[config.mk]
export PLATFORM = sky130hd
export DESIGN_NAME = dual_dcnt_timer
export DESIGN_NICKNAME = d
export VERILOG_FILES = /design/src/rtl/dt_pkg.sv /design/src/rtl/dt_wr_decode.sv /design/src/rtl/dt_count_unit.sv /design/src/rtl/dt_rd_mux.sv /design/src/rtl/dual_dcnt_timer.sv
export SDC_FILE = /design/constraint.sdc
export NUM_CORES = 1
export LEC_CHECK = 0
export BUFFER_PORTS_ARGS = -buffer_cell sky130_fd_sc_hd__buf_2
export CAP_MARGIN = 30
export CORE_MARGIN = 1
export CORE_UTILIZATION = 25
export CTS_BUF_LIST = sky130_fd_sc_hd__clkbuf_8
export DETAILED_ROUTE_END_ITERATION = 12
export MAX_ROUTING_LAYER = met4
export PLACE_DENSITY_LB_ADDON = 0.15
export SLEW_MARGIN = 20
export SYNTH_ARGS = -nofsm -noshare
export SYNTH_HDL_FRONTEND = slang
export SYNTH_SLANG_ARGS = --single-unit
[constraint.sdc]
create_clock -name clk -period 8.26 [get_ports clk]
set_input_delay 0 -clock clk [delete_from_list [all_inputs] [get_ports clk]]
set_output_delay 0 -clock clk [all_outputs]
set_load 0.02 [all_outputs]
[src/rtl/dt_pkg.sv]
// Shared definitions for the dual down-counter timer.
// Assumes word addressing; the offsets below are the software-visible map.
package dt_pkg;

    localparam int unsigned REGS_PER_UNIT = 6;
    localparam int unsigned OFS_VAL = 0;
    localparam int unsigned OFS_LD  = 1;
    localparam int unsigned OFS_BG  = 2;
    localparam int unsigned OFS_CTL = 3;
    localparam int unsigned OFS_RAW = 4;
    localparam int unsigned OFS_MSK = 5;

    localparam int unsigned NUM_NARROW = 2;
    localparam int unsigned ADR_MODE   = NUM_NARROW * REGS_PER_UNIT;
    localparam int unsigned ADR_W_VHI  = ADR_MODE + 1;
    localparam int unsigned ADR_W_VLO  = ADR_MODE + 2;
    localparam int unsigned ADR_W_LHI  = ADR_MODE + 3;
    localparam int unsigned ADR_W_LLO  = ADR_MODE + 4;
    localparam int unsigned ADR_W_BHI  = ADR_MODE + 5;
    localparam int unsigned ADR_W_BLO  = ADR_MODE + 6;
    localparam int unsigned ADR_W_CTL  = ADR_MODE + 7;
    localparam int unsigned ADR_W_RAW  = ADR_MODE + 8;
    localparam int unsigned ADR_W_MSK  = ADR_MODE + 9;

    localparam int unsigned CTL_W   = 3;
    localparam int unsigned CTL_EN  = 0;
    localparam int unsigned CTL_ONE = 1;
    localparam int unsigned CTL_IE  = 2;

    // Write strobes seen by one counter unit.
    typedef struct packed {
        logic ld;
        logic bg;
        logic ctl;
        logic clr;
    } unit_wr_t;

    // Write strobes of the 64-bit register set (split halves).
    typedef struct packed {
        logic ld_hi;
        logic ld_lo;
        logic bg_hi;
        logic bg_lo;
        logic ctl;
        logic clr;
    } wide_wr_t;

endpackage

[src/rtl/dt_wr_decode.sv]
// Write decoder: turns a bus write into per-unit strobes.
// Gates the narrow set off in cascade mode and the wide set off in split mode,
// so dropped writes never reach any register. The mode register always decodes.
module dt_wr_decode
    import dt_pkg::*;
#(
    parameter int unsigned ADDR_W = 5
) (
    input  logic              we,
    input  logic [ADDR_W-1:0] addr,
    input  logic              mode_q,
    output unit_wr_t          nar_wr [NUM_NARROW],
    output wide_wr_t          wide_wr,
    output logic              mode_wr
);

    // Narrow units: one decoder slice per timer.
    for (genvar g = 0; g < NUM_NARROW; g++) begin : g_nar
        localparam int unsigned BASE = g * REGS_PER_UNIT;
        logic acc;
        assign acc = we && !mode_q;
        // Strobe map for timer g.
        always_comb begin
            nar_wr[g].ld  = acc && (addr == ADDR_W'(BASE + OFS_LD));
            nar_wr[g].bg  = acc && (addr == ADDR_W'(BASE + OFS_BG));
            nar_wr[g].ctl = acc && (addr == ADDR_W'(BASE + OFS_CTL));
            nar_wr[g].clr = acc && (addr == ADDR_W'(BASE + OFS_RAW));
        end
    end

    // Wide set strobes, live only in cascade mode.
    always_comb begin
        wide_wr.ld_hi = we && mode_q && (addr == ADDR_W'(ADR_W_LHI));
        wide_wr.ld_lo = we && mode_q && (addr == ADDR_W'(ADR_W_LLO));
        wide_wr.bg_hi = we && mode_q && (addr == ADDR_W'(ADR_W_BHI));
        wide_wr.bg_lo = we && mode_q && (addr == ADDR_W'(ADR_W_BLO));
        wide_wr.ctl   = we && mode_q && (addr == ADDR_W'(ADR_W_CTL));
        wide_wr.clr   = we && mode_q && (addr == ADDR_W'(ADR_W_RAW));
    end

    assign mode_wr = we && (addr == ADDR_W'(ADR_MODE));

endmodule

[src/rtl/dt_count_unit.sv]
// One down counter with load, control and raw status registers.
// Assumes tick is already qualified by the block mode; the enable bit is applied here.
// Priority: load write beats tick; zero-reaching tick beats raw clear.
module dt_count_unit
    import dt_pkg::*;
#(
    parameter int unsigned W = 32
) (
    input  logic             clk,
    input  logic             rst_n,
    input  logic             tick,
    input  unit_wr_t         wr,
    input  logic [W-1:0]     ld_data,
    input  logic [CTL_W-1:0] ctl_data,
    input  logic             clr_bit,
    output logic [W-1:0]     value_q,
    output logic [W-1:0]     load_q,
    output logic [CTL_W-1:0] ctl_q,
    output logic             raw_q
);

    logic run;
    logic at_zero;
    logic hit_zero;

    assign run      = tick && ctl_q[CTL_EN];
    assign at_zero  = (value_q == '0);
    assign hit_zero = run && (value_q == W'(1)) && !wr.ld;

    // Counter: load, decrement, reload in periodic mode, hold in one-shot.
    always_ff @(posedge clk) begin
        if (!rst_n) begin
            value_q <= '0;
        end else if (wr.ld) begin
            value_q <= ld_data;
        end else if (run) begin
            if (!at_zero) begin
                value_q <= value_q - W'(1);
            end else if (!ctl_q[CTL_ONE]) begin
                value_q <= load_q;
            end
        end
    end

    // Reload value, written by both the immediate and the background path.
    always_ff @(posedge clk) begin
        if (!rst_n) begin
            load_q <= '0;
        end else if (wr.ld || wr.bg) begin
            load_q <= ld_data;
        end
    end

    // Control register.
    always_ff @(posedge clk) begin
        if (!rst_n) begin
            ctl_q <= '0;
        end else if (wr.ctl) begin
            ctl_q <= ctl_data;
        end
    end

    // Raw status: set on reaching zero, write-one-to-clear.
    always_ff @(posedge clk) begin
        if (!rst_n) begin
            raw_q <= 1'b0;
        end else if (hit_zero) begin
            raw_q <= 1'b1;
        end else if (wr.clr && clr_bit) begin
            raw_q <= 1'b0;
        end
    end

endmodule

[src/rtl/dt_rd_mux.sv]
// Read multiplexer: selects register contents for the current address.
// Purely combinational; unmapped addresses return zero.
module dt_rd_mux
    import dt_pkg::*;
#(
    parameter int unsigned CNT_W  = 32,
    parameter int unsigned ADDR_W = 5
) (
    input  logic [ADDR_W-1:0]                      addr,
    input  logic                                   mode_q,
    input  logic [NUM_NARROW-1:0][CNT_W-1:0]       n_val,
    input  logic [NUM_NARROW-1:0][CNT_W-1:0]       n_load,
    input  logic [NUM_NARROW-1:0][CTL_W-1:0]       n_ctl,
    input  logic [NUM_NARROW-1:0]                  n_raw,
    input  logic [2*CNT_W-1:0]                     w_val,
    input  logic [2*CNT_W-1:0]                     w_load,
    input  logic [CTL_W-1:0]                       w_ctl,
    input  logic                                   w_raw,
    output logic [CNT_W-1:0]                       rdata
);

    // Address decode of all readable registers.
    always_comb begin
        rdata = '0;
        for (int g = 0; g < NUM_NARROW; g++) begin
            if (addr == ADDR_W'(g * REGS_PER_UNIT + OFS_VAL)) rdata = n_val[g];
            if (addr == ADDR_W'(g * REGS_PER_UNIT + OFS_LD))  rdata = n_load[g];
            if (addr == ADDR_W'(g * REGS_PER_UNIT + OFS_BG))  rdata = n_load[g];
            if (addr == ADDR_W'(g * REGS_PER_UNIT + OFS_CTL)) rdata = CNT_W'(n_ctl[g]);
            if (addr == ADDR_W'(g * REGS_PER_UNIT + OFS_RAW)) rdata = CNT_W'(n_raw[g]);
            if (addr == ADDR_W'(g * REGS_PER_UNIT + OFS_MSK))
                rdata = CNT_W'(n_raw[g] & n_ctl[g][CTL_IE]);
        end
        if (addr == ADDR_W'(ADR_MODE))  rdata = CNT_W'(mode_q);
        if (addr == ADDR_W'(ADR_W_VHI)) rdata = w_val[2*CNT_W-1:CNT_W];
        if (addr == ADDR_W'(ADR_W_VLO)) rdata = w_val[CNT_W-1:0];
        if (addr == ADDR_W'(ADR_W_LHI)) rdata = w_load[2*CNT_W-1:CNT_W];
        if (addr == ADDR_W'(ADR_W_LLO)) rdata = w_load[CNT_W-1:0];
        if (addr == ADDR_W'(ADR_W_BHI)) rdata = w_load[2*CNT_W-1:CNT_W];
        if (addr == ADDR_W'(ADR_W_BLO)) rdata = w_load[CNT_W-1:0];
        if (addr == ADDR_W'(ADR_W_CTL)) rdata = CNT_W'(w_ctl);
        if (addr == ADDR_W'(ADR_W_RAW)) rdata = CNT_W'(w_raw);
        if (addr == ADDR_W'(ADR_W_MSK)) rdata = CNT_W'(w_raw & w_ctl[CTL_IE]);
    end

endmodule

[src/rtl/dual_dcnt_timer.sv]
// Dual down-counter timer with optional 64-bit cascade.
// Two narrow units count in split mode; one double-width unit counts in cascade
// mode. The mode bit steers ticks, write acceptance and the interrupt outputs.
// Assumes a synchronous active-low reset and a single clock domain.
module dual_dcnt_timer
    import dt_pkg::*;
#(
    parameter int unsigned CNT_W  = 32,
    parameter int unsigned ADDR_W = 5
) (
    input  logic              clk,
    input  logic              rst_n,
    input  logic              cnt_en,
    input  logic              we,
    input  logic [ADDR_W-1:0] addr,
    input  logic [CNT_W-1:0]  wdata,
    output logic [CNT_W-1:0]  rdata,
    output logic              irq0,
    output logic              irq1
);

    localparam int unsigned WW = 2 * CNT_W;

    logic                               mode_q;
    logic                               mode_wr;
    unit_wr_t                           nar_wr [NUM_NARROW];
    wide_wr_t                           wide_wr;
    unit_wr_t                           w_wr;
    logic [WW-1:0]                      w_ld_data;
    logic [NUM_NARROW-1:0][CNT_W-1:0]   n_val;
    logic [NUM_NARROW-1:0][CNT_W-1:0]   n_load;
    logic [NUM_NARROW-1:0][CTL_W-1:0]   n_ctl;
    logic [NUM_NARROW-1:0]              n_raw;
    logic [WW-1:0]                      w_val;
    logic [WW-1:0]                      w_load;
    logic [CTL_W-1:0]                   w_ctl;
    logic                               w_raw;
    logic                               tick_n;
    logic                               tick_w;

    // Mode register: bit 0 selects cascade operation.
    always_ff @(posedge clk) begin
        if (!rst_n) begin
            mode_q <= 1'b0;
        end else if (mode_wr) begin
            mode_q <= wdata[0];
        end
    end

    assign tick_n = cnt_en && !mode_q;
    assign tick_w = cnt_en && mode_q;

    dt_wr_decode #(.ADDR_W(ADDR_W)) u_dec (
        .we      (we),
        .addr    (addr),
        .mode_q  (mode_q),
        .nar_wr  (nar_wr),
        .wide_wr (wide_wr),
        .mode_wr (mode_wr)
    );

    // Narrow timers, one per interrupt output.
    for (genvar g = 0; g < NUM_NARROW; g++) begin : g_unit
        dt_count_unit #(.W(CNT_W)) u_cnt (
            .clk      (clk),
            .rst_n    (rst_n),
            .tick     (tick_n),
            .wr       (nar_wr[g]),
            .ld_data  (wdata),
            .ctl_data (wdata[CTL_W-1:0]),
            .clr_bit  (wdata[0]),
            .value_q  (n_val[g]),
            .load_q   (n_load[g]),
            .ctl_q    (n_ctl[g]),
            .raw_q    (n_raw[g])
        );
    end

    // Map half-word writes of the wide set onto full-width unit strobes.
    always_comb begin
        w_wr.ld  = wide_wr.ld_lo;
        w_wr.bg  = wide_wr.ld_hi || wide_wr.bg_hi || wide_wr.bg_lo;
        w_wr.ctl = wide_wr.ctl;
        w_wr.clr = wide_wr.clr;
        if (wide_wr.ld_hi || wide_wr.bg_hi) begin
            w_ld_data = {wdata, w_load[CNT_W-1:0]};
        end else begin
            w_ld_data = {w_load[WW-1:CNT_W], wdata};
        end
    end

    dt_count_unit #(.W(WW)) u_wide (
        .clk      (clk),
        .rst_n    (rst_n),
        .tick     (tick_w),
        .wr       (w_wr),
        .ld_data  (w_ld_data),
        .ctl_data (wdata[CTL_W-1:0]),
        .clr_bit  (wdata[0]),
        .value_q  (w_val),
        .load_q   (w_load),
        .ctl_q    (w_ctl),
        .raw_q    (w_raw)
    );

    dt_rd_mux #(.CNT_W(CNT_W), .ADDR_W(ADDR_W)) u_rd (
        .addr   (addr),
        .mode_q (mode_q),
        .n_val  (n_val),
        .n_load (n_load),
        .n_ctl  (n_ctl),
        .n_raw  (n_raw),
        .w_val  (w_val),
        .w_load (w_load),
        .w_ctl  (w_ctl),
        .w_raw  (w_raw),
        .rdata  (rdata)
    );

    // Interrupt steering by mode.
    always_comb begin
        if (mode_q) begin
            irq0 = w_raw && w_ctl[CTL_IE];
            irq1 = 1'b0;
        end else begin
            irq0 = n_raw[0] && n_ctl[0][CTL_IE];
            irq1 = n_raw[1] && n_ctl[1][CTL_IE];
        end
    end

endmodule

==> results.toml <==
[placement]
place.gp.congestion = 0.935
post-dp-hpwl_um = 62500
pre_cts_ws_ns = 4.21
io_buffers = 74

[sta]
layout_setup_ws_ns = 4.20
setup_viol = 0
skew_ns = 0.0322
whs_ns = 0.0776
post-route-min-period_ns = 4.06
grt_setup_unrepaired = "false"
max-slew-margin-rel = 0.325
worstMarginPinSlew_ns = 1.01
fmax_ghz = 0.247
fin_crit_sh = 0.491
hold_viol_final = 0
maxSlewViolCount = 0
tns_ns = 0

[clock_tree]
ctsHoldBuffers = 38
insertion_delay_ns = 0.69
cts_tree = "yes"
cts_buffers = 54
post_cts_resized = 0
clkTransAtPathRegs_ns = 0.07
clock-sinks = 269
post-cts-setup-buffers = 0
ctsRootBufferMaster = "clkbuf_8"
cts_buffer_depth = 3
h-tree-depth = 2

[worst_setup_path]
worstPathArrival_ns = 4.63
path_class = "reg -> reg"
reg2reg_to = "u_wide.value_q[21]"
cp-start-kind = "register"
crit_path_end = "u_wide.value_q[21]"
rrSetupSlack_ns = 4.20
crit_path_max_incr_delay_ns = 0.82
critPathBufInv = 1
cp.required_ns = 8.83
cp_slowest_cell = "or3_2"
worstReg2RegStart = "u_wide.value_q[30]"
cp_cell_sequence = "nor3_2, nand4b_1, or4_1, or3_2, buf_4, mux2_4, a221o_1"
critPathLaunch = "u_wide.value_q[30]"
end_kind = "register"
path_depth = 7
crit_fanout = 44
reg2regPathDepth = 7
cp_top_family = "simple AND/OR/NAND/NOR gates"

[drt]
drc = 0
wl_per_cell_um = 27.2
wl_met2_um = 40300
drt_iter0_drc = 2494
vias = 19200
vias_per_cell = 5.80
drtPass1Iterations = 6
met3WireLength_um = 6530
drt-met1-wl_um = 39800
antenna_left = 0
highest_layer = "met4"
drt-total-wl_um = 89800

[yosys]
synth_common_cells = "nand2_1, dfxtp_1, a21oi_1"
postSynthNetCount = 2356
synth_most_common_cell = "nand2_1"
netlist_area_um2 = 17300
ys.flop_type = "dfxtp_1"
avgSynthCellArea_um2 = 7.51
yosys_register_bits = 269
synth_edf_count = 0
synth_largest_area_cell = "dfxtp_1"
synthTopCellsByArea = "dfxtp_1, nand2_1, a21oi_1"
async_reset_ff_frac = 0
ys_warn_count = 0
postSynthCellCount = 2306
ys_seq_area_frac = 0.311
synth_top_area_frac = 0.311
yosysUniqueCellTypes = 78

[floorplan]
coreArea_um2 = 68600
die_area_um2 = 70400
die_h_um = 265
placementRows = 96
fp.dieW_um = 265
initial_core_util = 0.253
io_pins = 75

[layout]
area_growth_pct = 16.1
seqCellArea_um2 = 5390
n_fill_cell = 7367
final_nets = 2375
multi_input_area_um2 = 11000
utilization = 0.293
drive_gt1_frac = 0.122

[min_path]
min_path_type = "in -> reg"

[global_routing]
grtUsageTotal = 0.256
grt_pass1_wl_um = 130000
grt_max_degree = 72
grt_antenna_before_repair = 1
grt.overflow.total = 0
first_global_vias = 18200

[power]
p_leak_nw = 7.38
p_per_area_nw_per_um2 = 164
vdd_drop_max_v = 0.0000934
finalPower_w = 0.00331

[run]
maxCapViolCount = 0

[run_status]
status = "finished, final reports clean"
## cell usage in the layout, fill, tap and decap left out, drive strengths merged, types with 38 or more instances in the layout
cell	count
a21oi	220
a222oi	38
buf	132
clkbuf	76
dfxtp	269
dlygate4sd3	38
inv	42
mux2i	41
nand2	385
nand2b	40
nand3	54
nor2	148
nor3	78
nor4	50
o211ai	77
o21ai	118
xor2	38
## worst min-delay path by stage
stage	from	endpoint	slack, ns	cells after the start
after floorplan	wdata[16]	g_unit[0].u_cnt.value_q[16]	0.11	2
after global placement	wdata[9]	g_unit[0].u_cnt.load_q[9]	0.35	3
after detailed placement	wdata[10]	g_unit[0].u_cnt.load_q[10]	0.35	3
after CTS	addr[1]	g_unit[1].u_cnt.raw_q	0.04	5
after global routing	addr[1]	g_unit[1].u_cnt.raw_q	0.09	5
final	addr[1]	g_unit[1].u_cnt.raw_q	0.08	5
## registers in the layout, summed over array words and instances, names as in the netlist
name and cells:
g_unit.u_cnt.load_q 64, u_wide.value_q 64, g_unit.u_cnt.value_q 64, u_wide.load_q 64, g_unit.u_cnt.raw_q 2, u_wide.raw_q 1
g_unit.u_cnt.ctl_q 6, mode_q 1, u_wide.ctl_q 3
## logic make-up after synthesis
logic type,share of synthesized area
and+or+nand+nor,0.261
AOI/OAI and AO/OA,0.287
buffers and inverters,0.0567
xor gates and xnor gates,0.0273
muxes,0.0512
DFF,0.311
adders and majority gates,0.00650
## worst reg2reg max path: cells and delay by family (launching register included)
family	cells	cell delay [ns]
muxes	1	0.44
buffers and inverters	1	0.46
AOI/OAI and AO/OA	1	0.32
and+or+nand+nor	4	2.33
DFF	1	0.40
## metrics by stage
step                cells  cell area, µm²
global placement     3160           18500
floorplan            2306           17300
finish               3300           20100
detailed placement   3162           18500
global route         3299           20100
CTS                  3299           20100
## layout make-up
cell class,instances,share of cell area
Timing Repair Buffer,170,0.0603
Multi-Input combinational cell,1800,0.549
Tap cell,931,0.0579
Clock buffer,76,0.0520
Clock inverter,23,0.00759
Inverter,30,0.00585
Antenna cell,1,0.000124
Sequential cell,269,0.268
## report_power, final
part | total (W) | internal (W) | leakage, nW | switching [W]
Sequential | 0.00132 | 0.00131 | 2.17 | 0.0000132
Combinational | 0.000418 | 0.000122 | 4.54 | 0.000296
Clock | 0.00157 | 0.000874 | 0.670 | 0.000696
Total | 0.00331 | 0.00230 | 7.38 | 0.00101
## per-layer routing
layer  vias up  global-route usage
li1       8681                   -
met1      9449               0.340
met2       847               0.392
met3       173              0.0353
met4         0              0.0953
met5         -                   -
Note: power is estimated with default switching activity, not from simulation.
